### src/rtl/quad_pwm_pkg.sv
package quad_pwm_pkg;
  localparam int unsigned PWM_DATA_W = 32;
  localparam int unsigned PWM_ADDR_W = 8;
  localparam logic [PWM_ADDR_W-1:0] OFS_POLARITY = 8'h40;
  localparam logic [PWM_ADDR_W-1:0] OFS_RUN      = 8'h44;
  localparam logic [PWM_ADDR_W-1:0] OFS_OUT_EN   = 8'hD0;
endpackage

### src/rtl/quad_pwm_regs.sv
module quad_pwm_regs
  import quad_pwm_pkg::*;
#(
  parameter int unsigned NUM_CH = 4,
  parameter int unsigned DATA_W = PWM_DATA_W,
  parameter int unsigned ADDR_W = PWM_ADDR_W
) (
  input  logic                           clk,
  input  logic                           rst_n,
  input  logic [ADDR_W-1:0]              reg_addr,
  input  logic                           reg_we,
  input  logic [DATA_W-1:0]              reg_wdata,
  output logic [DATA_W-1:0]              reg_rdata,
  output logic [NUM_CH-1:0][DATA_W-1:0]  act_cfg,
  output logic [NUM_CH-1:0][DATA_W-1:0]  len_cfg,
  output logic [NUM_CH-1:0]              pol_q,
  output logic [NUM_CH-1:0]              run_q,
  output logic [NUM_CH-1:0]              oe_q
);
  localparam int unsigned SLOT_W = ADDR_W - 3;

  logic [NUM_CH-1:0][DATA_W-1:0] act_d, len_d;
  logic [NUM_CH-1:0]             pol_d, run_d, oe_d;
  logic [NUM_CH-1:0]             sel_act, sel_len;

  // Per-channel decode: slot index in the upper bits, 0 or 4 in the low bits
  for (genvar n = 0; n < NUM_CH; n++) begin : g_dec
    assign sel_act[n] = (reg_addr[ADDR_W-1:3] == SLOT_W'(n)) && (reg_addr[2:0] == 3'd0);
    assign sel_len[n] = (reg_addr[ADDR_W-1:3] == SLOT_W'(n)) && (reg_addr[2:0] == 3'd4);
  end

  always_comb begin
    act_d = act_cfg;
    len_d = len_cfg;
    pol_d = pol_q;
    run_d = run_q;
    oe_d  = oe_q;
    if (reg_we) begin
      for (int n = 0; n < NUM_CH; n++) begin
        if (sel_act[n]) act_d[n] = reg_wdata;
        if (sel_len[n]) len_d[n] = reg_wdata;
      end
      if (reg_addr == OFS_POLARITY) pol_d = reg_wdata[NUM_CH-1:0];
      if (reg_addr == OFS_RUN)      run_d = reg_wdata[NUM_CH-1:0];
      if (reg_addr == OFS_OUT_EN)   oe_d  = reg_wdata[NUM_CH-1:0];
    end
  end

  always_ff @(posedge clk or negedge rst_n) begin
    if (!rst_n) begin
      act_cfg <= '0;
      len_cfg <= '0;
      pol_q   <= '0;
      run_q   <= '0;
      oe_q    <= '0;
    end else begin
      act_cfg <= act_d;
      len_cfg <= len_d;
      pol_q   <= pol_d;
      run_q   <= run_d;
      oe_q    <= oe_d;
    end
  end

  always_comb begin
    reg_rdata = '0;
    for (int n = 0; n < NUM_CH; n++) begin
      if (sel_act[n]) reg_rdata = act_cfg[n];
      if (sel_len[n]) reg_rdata = len_cfg[n];
    end
    if (reg_addr == OFS_POLARITY) reg_rdata = DATA_W'(pol_q);
    if (reg_addr == OFS_RUN)      reg_rdata = DATA_W'(run_q);
    if (reg_addr == OFS_OUT_EN)   reg_rdata = DATA_W'(oe_q);
  end

  // the enable register captures the written bits at the write edge
  a_r9_oe_capture: assert property (@(posedge clk) disable iff (!rst_n)
    (reg_we && reg_addr == OFS_OUT_EN) |=> (oe_q == $past(reg_wdata[NUM_CH-1:0])));
endmodule

### src/rtl/quad_pwm_chan.sv
module quad_pwm_chan #(
  parameter int unsigned DATA_W = 32
) (
  input  logic              clk,
  input  logic              rst_n,
  input  logic              run,
  input  logic              pol,
  input  logic [DATA_W-1:0] act_cfg,
  input  logic [DATA_W-1:0] len_cfg,
  output logic              wave_o
);
  logic              live_q, live_d;
  logic [DATA_W-1:0] act_q, act_d;
  logic [DATA_W-1:0] len_q, len_d;
  logic [DATA_W-1:0] cnt_q, cnt_d;
  logic [DATA_W:0]   cnt_inc;
  logic              load_en, step_en, both_zero, in_active;

  assign load_en = run && !live_q;
  assign step_en = run && live_q;
  assign cnt_inc = {1'b0, cnt_q} + {{DATA_W{1'b0}}, 1'b1};

  always_comb begin
    live_d = run;
    act_d  = act_q;
    len_d  = len_q;
    cnt_d  = cnt_q;
    if (load_en) begin
      act_d = act_cfg;
      len_d = len_cfg;
      cnt_d = '0;
    end else if (step_en) begin
      cnt_d = (cnt_inc >= {1'b0, len_q}) ? '0 : cnt_inc[DATA_W-1:0];
    end
  end

  always_ff @(posedge clk or negedge rst_n) begin
    if (!rst_n) begin
      live_q <= 1'b0;
      act_q  <= '0;
      len_q  <= '0;
      cnt_q  <= '0;
    end else begin
      live_q <= live_d;
      act_q  <= act_d;
      len_q  <= len_d;
      cnt_q  <= cnt_d;
    end
  end

  assign both_zero = (len_q == '0) && (act_q == '0);
  assign in_active = (cnt_q < act_q);
  assign wave_o    = !live_q ? pol : (both_zero ? 1'b1 : (in_active ^ pol));

  // working counts never move while the channel keeps running
  a_r6_shadow_hold: assert property (@(posedge clk) disable iff (!rst_n)
    (run && live_q) |=> ($stable(act_q) && $stable(len_q)));
  // a run rising edge restarts the cycle at zero
  a_r10_restart_zero: assert property (@(posedge clk) disable iff (!rst_n)
    (run && !live_q) |=> (cnt_q == '0));
  // the counter stays inside the loaded cycle length
  a_r3_cnt_bound: assert property (@(posedge clk) disable iff (!rst_n)
    (live_q && len_q != '0) |-> (cnt_q < len_q));
  // a run bit that has been clear for a clock leaves the pin at the polarity level
  a_r4_idle_level: assert property (@(posedge clk) disable iff (!rst_n)
    (!run && !$past(run)) |-> (wave_o == pol));
endmodule

### src/rtl/quad_pwm.sv
module quad_pwm
  import quad_pwm_pkg::*;
#(
  parameter int unsigned NUM_CH = 4,
  parameter int unsigned DATA_W = PWM_DATA_W,
  parameter int unsigned ADDR_W = PWM_ADDR_W
) (
  input  logic              clk,
  input  logic              rst_n,
  input  logic [ADDR_W-1:0] reg_addr,
  input  logic              reg_we,
  input  logic [DATA_W-1:0] reg_wdata,
  output logic [DATA_W-1:0] reg_rdata,
  output logic [NUM_CH-1:0] pwm_o,
  output logic [NUM_CH-1:0] pwm_oe
);
  logic [NUM_CH-1:0][DATA_W-1:0] act_cfg, len_cfg;
  logic [NUM_CH-1:0]             pol_q, run_q, oe_q;

  quad_pwm_regs #(.NUM_CH(NUM_CH), .DATA_W(DATA_W), .ADDR_W(ADDR_W)) regs_i (
    .clk       (clk),
    .rst_n     (rst_n),
    .reg_addr  (reg_addr),
    .reg_we    (reg_we),
    .reg_wdata (reg_wdata),
    .reg_rdata (reg_rdata),
    .act_cfg   (act_cfg),
    .len_cfg   (len_cfg),
    .pol_q     (pol_q),
    .run_q     (run_q),
    .oe_q      (oe_q)
  );

  for (genvar n = 0; n < NUM_CH; n++) begin : g_ch
    quad_pwm_chan #(.DATA_W(DATA_W)) chan_i (
      .clk     (clk),
      .rst_n   (rst_n),
      .run     (run_q[n]),
      .pol     (pol_q[n]),
      .act_cfg (act_cfg[n]),
      .len_cfg (len_cfg[n]),
      .wave_o  (pwm_o[n])
    );
  end

  assign pwm_oe = oe_q;

  // leaving reset, every pin is low
  a_r1_reset_quiet: assert property (@(posedge clk) disable iff (!rst_n)
    $rose(rst_n) |-> (pwm_o == '0 && pwm_oe == '0));
endmodule

### config.mk
export PLATFORM = sky130hd
export DESIGN_NAME = quad_pwm
export DESIGN_NICKNAME = d
export VERILOG_FILES = /design/src/rtl/quad_pwm_pkg.sv /design/src/rtl/quad_pwm_regs.sv /design/src/rtl/quad_pwm_chan.sv /design/src/rtl/quad_pwm.sv
export SDC_FILE = /design/constraint.sdc
export NUM_CORES = 1
export LEC_CHECK = 0
export BUFFER_PORTS_ARGS = -buffer_cell sky130_fd_sc_hd__buf_2
export CORE_MARGIN = 1
export CORE_UTILIZATION = 55
export CTS_CLUSTER_DIAMETER = 200
export DETAILED_ROUTE_END_ITERATION = 6
export PLACE_DENSITY = 0.71
export SETUP_SLACK_MARGIN = 0.4
export SLEW_MARGIN = 40
export SYNTH_ARGS = -nofsm -noshare
export SYNTH_HDL_FRONTEND = slang
export SYNTH_SLANG_ARGS = --single-unit
### constraint.sdc
create_clock -name clk -period 5.3 [get_ports clk]
set_input_delay 0.265 -clock clk [delete_from_list [all_inputs] [get_ports clk]]
set_output_delay 0.265 -clock clk [all_outputs]
set_load 0.03 [all_outputs]
==> run_results.csv <==
group,metric,value,unit
drt,top_layer,"met5",
clocking,clkSlewWorstSetupHoldPaths,0.06,ns
floorplanning,fp.dieW,257,um
drt,routed_via_density,6.27,
pwr,ir_drop,0.000235,V
hold_path,hold_depth,2,
worst_setup_path,path_max_fanout,15,
layout,fin_nets,3887,
drt,postRouteAntennaNets,0,
clocking,cts_htree_levels,3,
drt,drc_errors,2,
layout,drive_gt1_frac,0.134,
synth,synth_top_cell_by_area,"dfrtp_1",
worst_setup_path,crit_type,"reg -> reg",
worst_setup_path,slowest_stage,"dfrtp_1",
hold_path,hold_path_class,"in -> reg",
clocking,clock-sinks,656,
floorplanning,design.portCount,83,
synth,syn_area,0.0357,sq mm
run_status,outcome,"finished, violations left",
synth,synth_area_per_cell,10.0,sq um
worst_setup_path,reg2reg_setup_slack,1.09,ns
synth,synthTopCellsByArea,"dfrtp_1 (46%), ha_1 (9.0%), mux2_2 (6.7%)",
floorplanning,dieHeight,257,um
worst_setup_path,cp_cell_sequence,"ha_1 > nand4_1 > nor4_2 > and2_1 > nand3_1 > xnor2_1 > ha_1 > nand4_1 > nor4_1 > buf_4 > and4_1 > a31oi_2 > buf_4 > nand2_1 > o211ai_1 > o21a_1",
sta,fmax,237,MHz
grt,first_global_vias,27000,
sta,hold_slack,0.0790,ns
synth,synth_warnings,0,
synth,synth_fp_nets,3853,
synth,synth.distinct_cells,80,
floorplanning,start_util,0.561,
sta,fin_crit_sh,0.795,
drt,met3WireLength,9550,um
run,drv_cap,0,
drt,vias,28100,
synth,yosys.area.top_type_share,0.460,
floorplanning,placementRows,92,
worst_setup_path,slowest_delay,0.51,ns
synth,syn_inst,3554,
drt,first_iter_violations,2632,
floorplanning,dieArea,0.0659,sq mm
sta,clock_skew,0.0176,ns
clocking,cts_tree,"done",
clocking,clockRootBuffer,"clkbuf_16",
clocking,cts_resized,0,
grt,grt-ovfl-total,0,
hold_path,worstHoldStart,"reg_wdata[27]",
layout,syn2layout_area_growth,9.96,%
layout,fin_util,0.617,
grt,grt_max_degree,161,
drt,drt-total-wl,108000,um
pwr,p_leak,18.7,nW
synth,seq_area_frac_synth,0.460,
sta,fin_tns_setup,0,ns
drt,met2_length,48800,um
layout,nFillCells,5338,
drt,wire_per_inst,24.1,um
drt,firstDrtPassIters,7,
hold_path,holdPathEnd,"regs_i.act_cfg[59]$_DFFE_PN0P_",
worst_setup_path,crit_path_end_kind,"register",
synth,async_flop_share,1.00,
grt,antenna_found_initial,6,
worst_setup_path,reg2reg_depth,16,
run_status,violations,"DRC",
clocking,insertion_delay,0.62,ns
synth,ys_ff_latch,656,
worst_setup_path,start_kind,"register",
placement,dp_hpwl,78900,um
sta,tightest_slew,0.855,ns
placement,io_buffer_count,82,
synth,synth_edf_count,0,
clocking,clockBufferDepth,3,
sta,setup_viol,0,
worst_setup_path,cp.arrival,4.78,ns
placement,dp_worst_setup_slack,1.10,ns
pwr,power.density,296,mW/mm^2
clocking,cts_buffers,71,
sta,rsz0062_at_grt,"no",
sta,period_needed,4.21,ns
worst_setup_path,reg2reg_from,"g_ch[3].chan_i.cnt_q[0]$_DFFE_PN0P_",
floorplanning,core,0.0635,sq mm
drt,wl_met1,45700,um
sta,fin_ws,1.09,ns
synth,yosys_most_used_dff,"dfrtp_1",
sta,hold_viol,0,
grt,grt_pass1_wl,165000,um
worst_setup_path,r2r-end,"g_ch[3].chan_i.cnt_q[6]$_DFFE_PN0P_",
grt,track_usage,0.330,
sta,relSlewSlack,0.424,
placement,gp_congestion,0.964,
sta,drv_slew,0,
worst_setup_path,required,5.87,ns
cell usage in the layout, fill, tap and decap left out, types with 77 or more instances in the layout:
master | synthesis | routed
o21ai_0 | 300 | 300
ha_1 | 256 | 256
inv_1 | 321 | 321
dfrtp_1 | 656 | 656
nor2_1 | 91 | 86
nand4_1 | 85 | 85
xnor2_1 | 87 | 87
mux2_2 | 213 | 213
mux2_1 | 92 | 92
buf_2 | 18 | 81
a21oi_1 | 77 | 77
nand2_1 | 444 | 444
nand3_1 | 112 | 111
synth_stat cells, drive strengths merged (6+ instances only):
cell type	instances
a22o	36
ha	256
a21o	34
inv	321
a222oi	29
nor2	91
nand4	86
a22oi	10
nand3b	8
and2	11
a21oi	78
xor2	25
o21a	19
nor2b	15
buf	59
o21ai	335
a211oi	10
nand2b	25
dfrtp	656
o22ai	24
a221o	27
and3	37
nand2	444
nand4b	9
a31oi	21
xnor2	87
and4	16
nor4	77
a41oi	10
or2	11
mux2	305
o2111ai	10
nand3	112
o211ai	15
a2111oi	8
nor3	39
or3	6
clkbuf	111
nor3b	6
mux2i	19
a211o	6
metrics by stage:
step / cell area, sq um / total power, W / cells
after floorplan: 35700 / 0.00619 / 3554
after global placement: 36800 / 0.00673 / 4357
after detailed placement: 36900 / 0.00676 / 4357
after CTS: 39100 / 0.0116 / 4482
after global routing: 39200 / 0.0120 / 4485
final: 39200 / 0.0116 / 4486
per-layer routing:
| metal | track usage | vias up |
|---|---|---|
| met5 | 0 | - |
| met4 | 0.123 | 4 |
| met3 | 0.0771 | 212 |
| met2 | 0.507 | 1125 |
| met1 | 0.455 | 14000 |
| li1 | - | 12800 |
critical path: cells and delay by family (launching register included):
| kind | cells | cell delay (ns) |
|---|---|---|
| buf+inv | 2 | 0.48 |
| fa+ha+maj | 2 | 0.57 |
| compound gates | 3 | 0.79 |
| simple gates | 8 | 1.59 |
| flops | 1 | 0.51 |
| xor+xnor | 1 | 0.20 |
state kept, by name, indices dropped and copies added (netlist names):
| signal | count |
|---|---|
| g_ch.chan_i.act_q | 128 |
| g_ch.chan_i.cnt_q | 128 |
| g_ch.chan_i.len_q | 128 |
| regs_i.act_cfg | 128 |
| regs_i.len_cfg | 128 |
| g_ch.chan_i.live_q | 4 |
| regs_i.oe_q | 4 |
| regs_i.pol_q | 4 |
| regs_i.run_q | 4 |
area by class of cell:
type	count	area, sq um	share of cell area
diodes	1	2.50	0.0000638
repair buffers	131	910	0.0232
well taps	846	1060	0.0270
multi-input cells	2406	17400	0.442
inverters	322	1210	0.0308
clock buffers	94	1950	0.0498
flip-flops and latches	656	16400	0.419
clock inverters	30	313	0.00798
where the power goes:
group	switching (W)	total, W	internal (W)
Clock	0.00213	0.00490	0.00277
Sequential	0.000183	0.00540	0.00522
Combinational	0.000856	0.00130	0.000445
Total	0.00317	0.0116	0.00843
timing repair:
| item | 4_1_cts | 5_1_grt |
|---|---|---|
| hold buffers | 1 | 0 |
| setup buffers | 0 | 0 |
| endpoints found under the hold margin | 92 | 0 |
how the worst max path moves through the flow:
stage                                                   start                                    to  slack (ns)  cells after the start
final                     g_ch[3].chan_i.cnt_q[0]$_DFFE_PN0P_   g_ch[3].chan_i.cnt_q[6]$_DFFE_PN0P_        1.09                     16
after global routing      g_ch[3].chan_i.cnt_q[6]$_DFFE_PN0P_  g_ch[3].chan_i.cnt_q[24]$_DFFE_PN0P_        0.64                     15
after global placement    g_ch[3].chan_i.cnt_q[2]$_DFFE_PN0P_  g_ch[3].chan_i.cnt_q[24]$_DFFE_PN0P_        1.18                     15
after CTS                 g_ch[0].chan_i.cnt_q[0]$_DFFE_PN0P_  g_ch[0].chan_i.cnt_q[18]$_DFFE_PN0P_        1.08                     15
after detailed placement  g_ch[0].chan_i.cnt_q[0]$_DFFE_PN0P_  g_ch[0].chan_i.cnt_q[18]$_DFFE_PN0P_        1.10                     15
after floorplan           g_ch[1].chan_i.cnt_q[0]$_DFFE_PN0P_  g_ch[1].chan_i.cnt_q[16]$_DFFE_PN0P_        1.58                     17
kinds of logic (layout without fill, tap and decap cells):
kind of cell	Yosys count	after routing	synth area share
and+or+nand+nor	1004	1004	0.138
AOI/OAI and AO/OA	710	710	0.127
DFF	656	656	0.460
buffers and inverters	492	577	0.0551
muxes	324	324	0.102
adders and majority gates	256	256	0.0898
xor gates and xnor gates	112	112	0.0275
other	0	1	0
Power figures use the tool's default switching activity.
